### config.mk
export PLATFORM = sky130hd
export DESIGN_NAME = posted_wr_buf
export DESIGN_NICKNAME = d
export VERILOG_FILES = /design/src/rtl/pwb_pkg.sv /design/src/rtl/pwb_ring.sv /design/src/rtl/pwb_admit.sv /design/src/rtl/posted_wr_buf.sv
export SDC_FILE = /design/constraint.sdc
export NUM_CORES = 1
export LEC_CHECK = 0
export BUFFER_PORTS_ARGS = -buffer_cell sky130_fd_sc_hd__buf_2
export CAP_MARGIN = 15
export CORE_MARGIN = 8
export CORE_UTILIZATION = 45
export DETAILED_ROUTE_END_ITERATION = 7
export PLACE_DENSITY = 0.63
export SLEW_MARGIN = 20
export SYNTH_ARGS = -nofsm -noshare
export SYNTH_HDL_FRONTEND = slang
export SYNTH_SLANG_ARGS = --single-unit
### constraint.sdc
create_clock -name clk_i -period 15 [get_ports clk_i]
set_input_delay 3.75 -clock clk_i [delete_from_list [all_inputs] [get_ports clk_i]]
set_output_delay 3.75 -clock clk_i [all_outputs]
set_load 0.005 [all_outputs]
### src/rtl/pwb_pkg.sv
package pwb_pkg;
  localparam int unsigned DATA_W = 32;
  localparam int unsigned BE_W   = 4;

  typedef struct packed {
    logic              sop;
    logic              eop;
    logic [BE_W-1:0]   be;
    logic [DATA_W-1:0] data;
  } pwb_slot_t;
endpackage

### src/rtl/pwb_ring.sv
module pwb_ring
  import pwb_pkg::*;
#(
  parameter  int unsigned DEPTH = 22,
  localparam int unsigned PW    = $clog2(DEPTH),
  localparam int unsigned CW    = $clog2(DEPTH + 1)
) (
  input  logic          clk_i,
  input  logic          rst_ni,
  input  logic          push_i,
  input  pwb_slot_t     push_slot_i,
  input  logic          pop_i,
  output pwb_slot_t     head_o,
  output logic [CW-1:0] free_o
);
  pwb_slot_t     mem_q [DEPTH];
  logic [PW-1:0] wr_q, rd_q;
  logic [CW-1:0] free_q;

  function automatic logic [PW-1:0] wrap_inc(input logic [PW-1:0] p);
    return (p == PW'(DEPTH - 1)) ? '0 : p + 1'b1;
  endfunction

  always_ff @(posedge clk_i) begin
    if (push_i) mem_q[wr_q] <= push_slot_i;
  end

  always_ff @(posedge clk_i or negedge rst_ni) begin
    if (!rst_ni) begin
      wr_q   <= '0;
      rd_q   <= '0;
      free_q <= CW'(DEPTH);
    end else begin
      if (push_i) wr_q <= wrap_inc(wr_q);
      if (pop_i)  rd_q <= wrap_inc(rd_q);
      case ({push_i, pop_i})
        2'b10:   free_q <= free_q - 1'b1;
        2'b01:   free_q <= free_q + 1'b1;
        default: free_q <= free_q;
      endcase
    end
  end

  assign head_o = mem_q[rd_q];
  assign free_o = free_q;
endmodule

### src/rtl/pwb_admit.sv
module pwb_admit #(
  parameter  int unsigned DEPTH     = 22,
  parameter  int unsigned MAX_TXN   = 3,
  parameter  int unsigned MAX_BURST = 16,
  localparam int unsigned CW        = $clog2(DEPTH + 1),
  localparam int unsigned TW        = $clog2(MAX_TXN + 1),
  localparam int unsigned BW        = $clog2(MAX_BURST + 1)
) (
  input  logic          clk_i,
  input  logic          rst_ni,
  input  logic          in_valid_i,
  input  logic          in_first_i,
  input  logic          in_last_i,
  input  logic [CW-1:0] free_i,
  input  logic [TW-1:0] resident_i,
  output logic          ready_o,
  output logic          retry_o,
  output logic          disc_o,
  output logic          push_o,
  output logic          start_o,
  output logic          close_o,
  output logic          eop_o
);
  logic          open_q;
  logic [BW-1:0] beats_q;
  logic          can_start, data_beat, at_limit;

  // room for address record plus one data word
  assign can_start = !open_q && (free_i >= CW'(2)) && (resident_i < TW'(MAX_TXN));
  assign data_beat = in_valid_i && !in_first_i && open_q;
  assign at_limit  = (free_i == CW'(1)) || (beats_q == BW'(MAX_BURST - 1));

  assign start_o = in_valid_i && in_first_i && can_start;
  assign retry_o = in_valid_i && in_first_i && !can_start;
  assign ready_o = start_o || data_beat;
  assign push_o  = ready_o;
  assign close_o = data_beat && (in_last_i || at_limit);
  assign disc_o  = data_beat && !in_last_i && at_limit;
  assign eop_o   = close_o;

  always_ff @(posedge clk_i or negedge rst_ni) begin
    if (!rst_ni) begin
      open_q  <= 1'b0;
      beats_q <= '0;
    end else if (start_o) begin
      open_q  <= 1'b1;
      beats_q <= '0;
    end else if (data_beat) begin
      beats_q <= beats_q + 1'b1;
      if (close_o) open_q <= 1'b0;
    end
  end
endmodule

### src/rtl/posted_wr_buf.sv
module posted_wr_buf
  import pwb_pkg::*;
#(
  parameter int unsigned BUF_BYTES = 88,
  parameter int unsigned MAX_TXN   = 3,
  parameter int unsigned MAX_BURST = 16
) (
  input  logic              clk_i,
  input  logic              rst_ni,
  input  logic              in_valid_i,
  input  logic              in_first_i,
  input  logic              in_last_i,
  input  logic [DATA_W-1:0] in_data_i,
  input  logic [BE_W-1:0]   in_be_i,
  output logic              in_ready_o,
  output logic              in_retry_o,
  output logic              in_disc_o,
  output logic              out_valid_o,
  input  logic              out_ready_i,
  output logic              out_sop_o,
  output logic              out_eop_o,
  output logic [DATA_W-1:0] out_data_o,
  output logic [BE_W-1:0]   out_be_o
);
  localparam int unsigned SLOTS = BUF_BYTES / 4;
  localparam int unsigned CW    = $clog2(SLOTS + 1);
  localparam int unsigned TW    = $clog2(MAX_TXN + 1);

  logic          push, pop, start, close, slot_eop, pop_end;
  logic [CW-1:0] free;
  logic [TW-1:0] resident_q, closed_q;
  pwb_slot_t     wr_slot, head;

  pwb_admit #(
    .DEPTH(SLOTS), .MAX_TXN(MAX_TXN), .MAX_BURST(MAX_BURST)
  ) i_admit (
    .clk_i, .rst_ni,
    .in_valid_i, .in_first_i, .in_last_i,
    .free_i(free), .resident_i(resident_q),
    .ready_o(in_ready_o), .retry_o(in_retry_o), .disc_o(in_disc_o),
    .push_o(push), .start_o(start), .close_o(close), .eop_o(slot_eop)
  );

  always_comb begin
    wr_slot.sop  = in_first_i;
    wr_slot.eop  = !in_first_i && slot_eop;
    wr_slot.be   = in_first_i ? '0 : in_be_i;
    wr_slot.data = in_data_i;
  end

  pwb_ring #(.DEPTH(SLOTS)) i_ring (
    .clk_i, .rst_ni,
    .push_i(push), .push_slot_i(wr_slot),
    .pop_i(pop), .head_o(head), .free_o(free)
  );

  // the open transaction is always the youngest, so any closed one is at the head
  assign out_valid_o = (closed_q != '0);
  assign pop         = out_valid_o && out_ready_i;
  assign pop_end     = pop && head.eop;

  always_ff @(posedge clk_i or negedge rst_ni) begin
    if (!rst_ni) begin
      resident_q <= '0;
      closed_q   <= '0;
    end else begin
      case ({start, pop_end})
        2'b10:   resident_q <= resident_q + 1'b1;
        2'b01:   resident_q <= resident_q - 1'b1;
        default: resident_q <= resident_q;
      endcase
      case ({close, pop_end})
        2'b10:   closed_q <= closed_q + 1'b1;
        2'b01:   closed_q <= closed_q - 1'b1;
        default: closed_q <= closed_q;
      endcase
    end
  end

  assign out_sop_o  = head.sop;
  assign out_eop_o  = head.eop;
  assign out_data_o = head.data;
  assign out_be_o   = head.be;
endmodule

==> impl_results.md, run 1 <==
- Initial core utilization: 0.453
- RePlAce Congestion: 0.723
- Pre-CTS setup slack: 5.97 ns
- CTS tree: yes
- Clock buffer depth: 3
- Crit. End Element: primary output
- Via Count: 16781
- Area delta synth->final: 13.1%
- Number of global-route vias before repair: 17012
- Largest cells by area after synthesis: edfxtp_1 74%, mux2i_1 7.9%, mux4_2 5.0%
- PD cells: 174 nW/um^2
- Final Cycle Share: 0.602
- Inserted Clock Buffers: 85
- Die Width: 290 um
- Ys Warns: 0
- RSZ-0062 raised after global routing: false
- Yosys reg bits: 861
- IO Count: 84
- Mapped Area: 33700 sq um
- Crit-path max cell delay: 0.55 ns
- Critical path arrival: 5.28 ns
- Min Tclk post-route: 9.03 ns
- Post-synth EDFFs: 836
- Final hold vios: 0
- Post-Syn Nets: 1857
- Drt total wl: 75500 um
- Initial DRC count: 1527
- Root Buffer Master: clkbuf_16
- Ys async rst share: 0.0290
- Top FF cell, synth: edfxtp_1
- Post-CTS Setup Inserts: 0
- Leak pwr: 12.6 nW
- Crit-path most repeated cell: buf_2
- Post-detail-place hpwl: 37500 um
- Worst slew pin tran: 1.09 ns
- Max-slew violations: 0
- Vias per inst: 5.69
- Hold buffer count at CTS: 0
- Die area: 83900 sq um
- WL/cell: 25.6 um
- Ratio of cells with drive above 1 in the final layout: 0.187
- H-tree levels: 3
- Final Instance Count excl. Fillers: 2948
- Avg Inst Size Synth: 18.7 sq um
- Worst setup margin: 5.97 ns
- First-pass GRT wire length: 112000 um
- Final Setup Violations: 0
- Run status: complete, no violations
- Post-CTS sizing: 0
- Remaining antenna violation count after routing: 0
- Hold Slack: 0.495 ns
- Crit Path Max Fanout: 28
- Final Skew: 0.0227 ns
- Top-area cell type share of the netlist area: 0.745
- VDD IR max: 0.000112 V
- Sequential fraction of the synthesis area: 0.764
- Placed cell count: 2789
- Setup CP Type: in2out
- Slowest-stage cell, CP: a211oi_4
- Initial antenna violation count: 2
- Setup_tns: 0 ns
- CP required: 11.25 ns
- GR Util All Layers: 0.180
- PortBufs: 83
- Drt first pass iters: 7
- Worst skew pair latency: 0.63 ns
- Cell variety after synth: 49
- Core Region: 74300 sq um
- Top cells by count, synth: 836 x edfxtp_1, 267 x mux2i_1, 83 x nand2_1, 78 x nand3_1, 77 x a22oi_1
- Pwr Total: 6.62 mW
- Row count: 100
- Leading area contributor after synthesis: edfxtp_1
- CP Launch Type: primary input
- # DRC: 0
- Final nets: 1964
- Total congestion overflow: 0
- Max Fclk: 0.111 GHz
- Slew headroom: 0.266
- DIE HEIGHT: 290 um
- CTS clk-pin slew, worst paths: 0.06 ns
- CTS sink count: 861
- Largest net degree at the start of global routing: 132
- Crit-path cells: buf_2 -> nand2_1 -> a211oi_4 -> nor2_2 -> inv_1 -> buf_2
- # Max-Cap Violations: 0
- Most common cell in the netlist: edfxtp_1
- HP Class: reg2reg
- Cell count after synthesis: 1800
[report_power, final]
| part | internal, mW | switching (mW) |
|---|---|---|
| Combinational | 0.675 | 0.932 |
| Clock | 1.29 | 0.868 |
| Sequential | 2.73 | 0.128 |
| Total | 4.69 | 1.93 |
[sequential cells by signal, summed over array words and instances (netlist names)]
register and flops:
i_admit.beats_q 5, i_ring.mem_q 836, i_ring.rd_q 5, i_ring.wr_q 5, resident_q 2, closed_q 2
i_ring.free_o 5, i_admit.open_q 1
[critical path, delay by kind of cell]
kind	cells	cell delay, ns
AO/OA/AOI/OAI	1	0.55
buffers and inverters	3	0.60
AND/OR/NAND/NOR	2	0.37
[cell families (layout without fill, tap and decap cells)]
family / count (synthesis) / after routing / synth area share
mux: 350 / 350 / 0.132
simple gates: 228 / 228 / 0.0314
compound gates: 217 / 217 / 0.0450
other cells: 0 / 2 / 0
xor+xnor: 14 / 14 / 0.00364
buf+inv: 115 / 292 / 0.0187
flops: 861 / 861 / 0.764
fa+ha+maj: 15 / 15 / 0.00557
[final cells by class]
class / count / area [sq um]
multi-input combinational: 824 / 7530
timing repair buffer: 123 / 728
inverter: 12 / 45.0
clock buffer: 102 / 2230
tap: 969 / 1210
antenna: 2 / 5.00
fill: 5946 / 36200
sequential: 861 / 25700
clock inverter: 55 / 603
[final timing paths]
| path | cells after the start | endpoint | from | slack [ns] |
|---|---|---|---|---|
| worst min-delay path | 1 | resident_q[1] | resident_q[1] | 0.50 |
| max in group asynchronous | 1 | i_ring.rd_q[0] | rst_ni | 11.36 |
| worst min register to register | 1 | resident_q[1] | resident_q[1] | 0.50 |
| worst max-delay path | 6 | in_ready_o | in_first_i | 5.97 |
| worst max register to register | 9 | closed_q[1] | i_ring.rd_q[0] | 10.24 |
| min in group asynchronous | 1 | i_admit.beats_q[4] | rst_ni | 3.14 |
[per-stage QoR]
stage	area (sq um)	utilization
2_1_floorplan	33700	-
3_3_place_gp	35300	0.474
3_5_place_dp	35300	0.474
4_1_cts	38100	0.513
5_1_grt	38100	0.513
6_report	38100	0.513
[cells in the final DEF, fill, tap and decap left out, types with 3 or more instances in the layout]
master	Yosys	layout
edfxtp_1	836	836
mux2i_1	267	267
clkbuf_16	0	87
nand2_1	83	83
buf_2	13	83
nand3_1	78	78
a22oi_1	77	77
mux4_2	75	75
o211ai_1	74	74
a21oi_1	43	43
buf_4	31	39
clkinv_1	0	24
nor2_4	0	21
dfrtp_1	22	18
ha_1	15	15
clkbuf_1	40	15
nor2_1	34	13
bufinv_16	0	13
inv_1	12	12
o21ai_0	8	8
xor2_1	8	8
mux2_2	8	8
clkinv_2	0	8
xnor2_1	6	6
inv_6	0	6
a21o_1	4	4
clkinvlp_4	0	4
or3_1	3	3
nor2b_4	0	3
nand4_1	3	3
dfstp_2	3	3
dfrtp_4	0	3
[routing by layer]
metal,GRT usage,vias to the layer above,wire length [um]
met5,0,-,0
met2,0.315,400,38900
li1,-,7465,-
met1,0.240,8848,31900
met3,0.0249,68,3660
met4,0.0415,0,1020
No activity file was read; power rests on OpenSTA's default activity.
==> inputs of run 2 (changes only) <==
==> constraint.sdc (replaced) <==
create_clock -name clk_i -period 8.8 [get_ports clk_i]
set_input_delay 2.2 -clock clk_i [delete_from_list [all_inputs] [get_ports clk_i]]
set_output_delay 2.2 -clock clk_i [all_outputs]
set_load 0.005 [all_outputs]
==> run 2 against run 1 <==
Hold slack got worse by 0.017 ns. Register-to-register slack got worse by 5.8 ns. Sequential power increased by 70%. Final cell count decreased by 0.17%. Non-clock buffer count decreased by 1. Largest cell class unchanged.
==> impl_results.md, run 2 (synthesis results as in run 1) <==
- CTS sink count: 861 (unchanged)
- Inserted Clock Buffers: 85 (unchanged)
- H-tree levels: 3 (unchanged)
- Slew headroom: 0.263 (-0.00283)
- Final Setup Violations: 0 (unchanged)
- Final Cycle Share: 0.712
- CTS tree: yes
- Ratio of cells with drive above 1 in the final layout: 0.192 (+0.00545)
- R2R depth: 8 (-1)
- Largest net degree at the start of global routing: 135 (+2.3%)
- Run status: complete, no violations
- Worst slew pin tran: 1.11 ns (+0.0116 ns)
- CP Launch Type: register
- PD cells: 294 nW/um^2 (+69%)
- Worst Hold Depth: 1 (unchanged)
- Max reg flops: 836 (unchanged)
- IO Count: 84 (unchanged)
- Final Skew: 0.0171 ns (-0.00564 ns)
- Crit. End Element: primary output
- Design Area, Final: 38000 sq um (-0.25%)
- Total congestion overflow: 0 (unchanged)
- Leading cell type in the layout, fill and taps excluded: edfxtp_1
- CTS clk-pin slew, worst paths: 0.06 ns (about the same)
- # Max-Cap Violations: 0 (unchanged)
- Die Width: 290 um (unchanged)
- Min Tclk post-route: 6.26 ns
- Reg-to-reg endpoint: closed_q[1]
- # DRC: 0 (unchanged)
- HP Class: reg2reg
- Hold buffer count at CTS: 0 (unchanged)
- Crit Path Max Fanout: 52 (+86%)
- Max Fclk: 0.160 GHz
- Fillcell total: 5957 (+0.18%)
- Vias per inst: 5.76 (+1.2%)
- Setup_tns: 0 ns (unchanged)
- Number of global-route vias before repair: 17352 (+2.0%)
- Post-detail-place hpwl: 38200 um (+1.8%)
- Worst skew pair latency: 0.62 ns (about the same)
- Post-CTS sizing: 0 (unchanged)
- Setup CP Type: reg2out
- Via Count: 16950 (+1.0%)
- Hold Slack: 0.478 ns (-0.0173 ns)
- Critical path arrival: 4.06 ns (-1.22 ns)
- Final hold vios: 0 (unchanged)
- WL/cell: 26.6 um (+3.8%)
- Die area: 83900 sq um (unchanged)
- RSZ-0062 raised after global routing: false
- Clock buffer depth: 3 (unchanged)
- R2R Setup Slk: 4.40 ns (-5.84 ns)
- CP required: 6.60 ns (-4.65 ns)
- Drt total wl: 78200 um (+3.7%)
- VDD IR max: 0.000256 V (+130%)
- DIE HEIGHT: 290 um (unchanged)
- Initial DRC count: 1657 (+8.5%)
- Worst Setup SP: i_ring.rd_q[1]
- Row count: 100 (unchanged)
- Top reg by flops: i_ring.mem_q
- Drt first pass iters: 5 (-2)
- Leak pwr: 12.6 nW (-0.19%)
- Core Region: 74300 sq um (unchanged)
- Final nets: 1963 (-0.051%)
- Max-slew violations: 0 (unchanged)
- Final Instance Count excl. Fillers: 2943 (-0.17%)
- Launching point of the worst reg2reg path: i_ring.rd_q[1]
- PortBufs: 83 (unchanged)
- Initial core utilization: 0.453 (unchanged)
- Placed Area: 35300 sq um (about the same)
- First-pass GRT wire length: 114000 um (+2.3%)
- Root Buffer Master: clkbuf_16
- Commonest cells after routing, fill and taps aside: 836 x edfxtp_1, 267 x mux2i_1, 86 x clkbuf_16, 83 x nand2_1, 83 x buf_2
- Placed cell count: 2788 (-0.036%)
- GR Util All Layers: 0.186 (+0.00566)
- Area delta synth->final: 12.8%
- Worst setup path endpoint: out_eop_o
- RePlAce Congestion: 0.733 (+1.3%)
- Remaining antenna violation count after routing: 0 (unchanged)
- Post-CTS Setup Inserts: 0 (unchanged)
- Initial antenna violation count: 1 (-1)
==> run 2: cell types whose count changed in the layout (fill, tap and decap cells not counted), sizes merged <==
cell,delta
clkbuf,+10
bufinv,-6
inv,-5
buf,-1
clkinv,-1
clkinvlp,-1
diode,-1
==> run 2: worst max-delay path, cell delays in order, from the launching register on <==
cell and delay (ns):
dfrtp_4 1.02, nor2b_4 0.89, buf_4 0.50, a22oi_1 0.15, and4_1 0.21, a211oi_1 0.42
buf_2 0.21
==> run 2: layout make-up <==
class	instances	area (sq um)	area share
antenna	1	2.50	0.0000658
clock buffer	112	2310	0.0608
tap	969	1210	0.0319
sequential	861	25700	0.677
multi-input combinational	824	7540	0.198
clock inverter	42	427	0.0112
inverter	12	45.0	0.00118
timing repair buffer	122	733	0.0193
==> run 2: worst min-delay path by stage <==
stage / from / endpoint / slack (ns)
2_1_floorplan: resident_q[1] / resident_q[1] / 0.44
3_3_place_gp: resident_q[1] / resident_q[1] / 0.46
3_5_place_dp: resident_q[1] / resident_q[1] / 0.47
4_1_cts: resident_q[1] / resident_q[1] / 0.48
5_1_grt: resident_q[1] / resident_q[1] / 0.50
6_report: resident_q[1] / resident_q[1] / 0.48
==> run 2: power by group <==
| part | switching, mW | leakage [nW] | internal, mW |
|---|---|---|---|
| Sequential | 0.218 | 7.82 | 4.65 |
| Clock | 1.48 | 1.35 | 2.06 |
| Combinational | 1.62 | 3.40 | 1.16 |
| Total | 3.32 | 12.6 | 7.87 |
==> run 2: metal layers <==
layer	global-route usage	share of wire	up-vias
li1	-	-	7469
met1	0.243	0.41	8857
met2	0.320	0.50	521
met3	0.0285	0.061	103
met4	0.0579	0.023	0
met5	0	0	-
==> run 2: through the flow <==
step	total power [mW]	worst slack [ns]	utilization
after floorplan	6.86	1.65	-
after global placement	7.74	2.94	0.474
after detailed placement	7.77	2.86	0.474
after CTS	11.3	2.43	0.511
after global routing	11.6	2.37	0.511
final	11.2	2.54	0.511
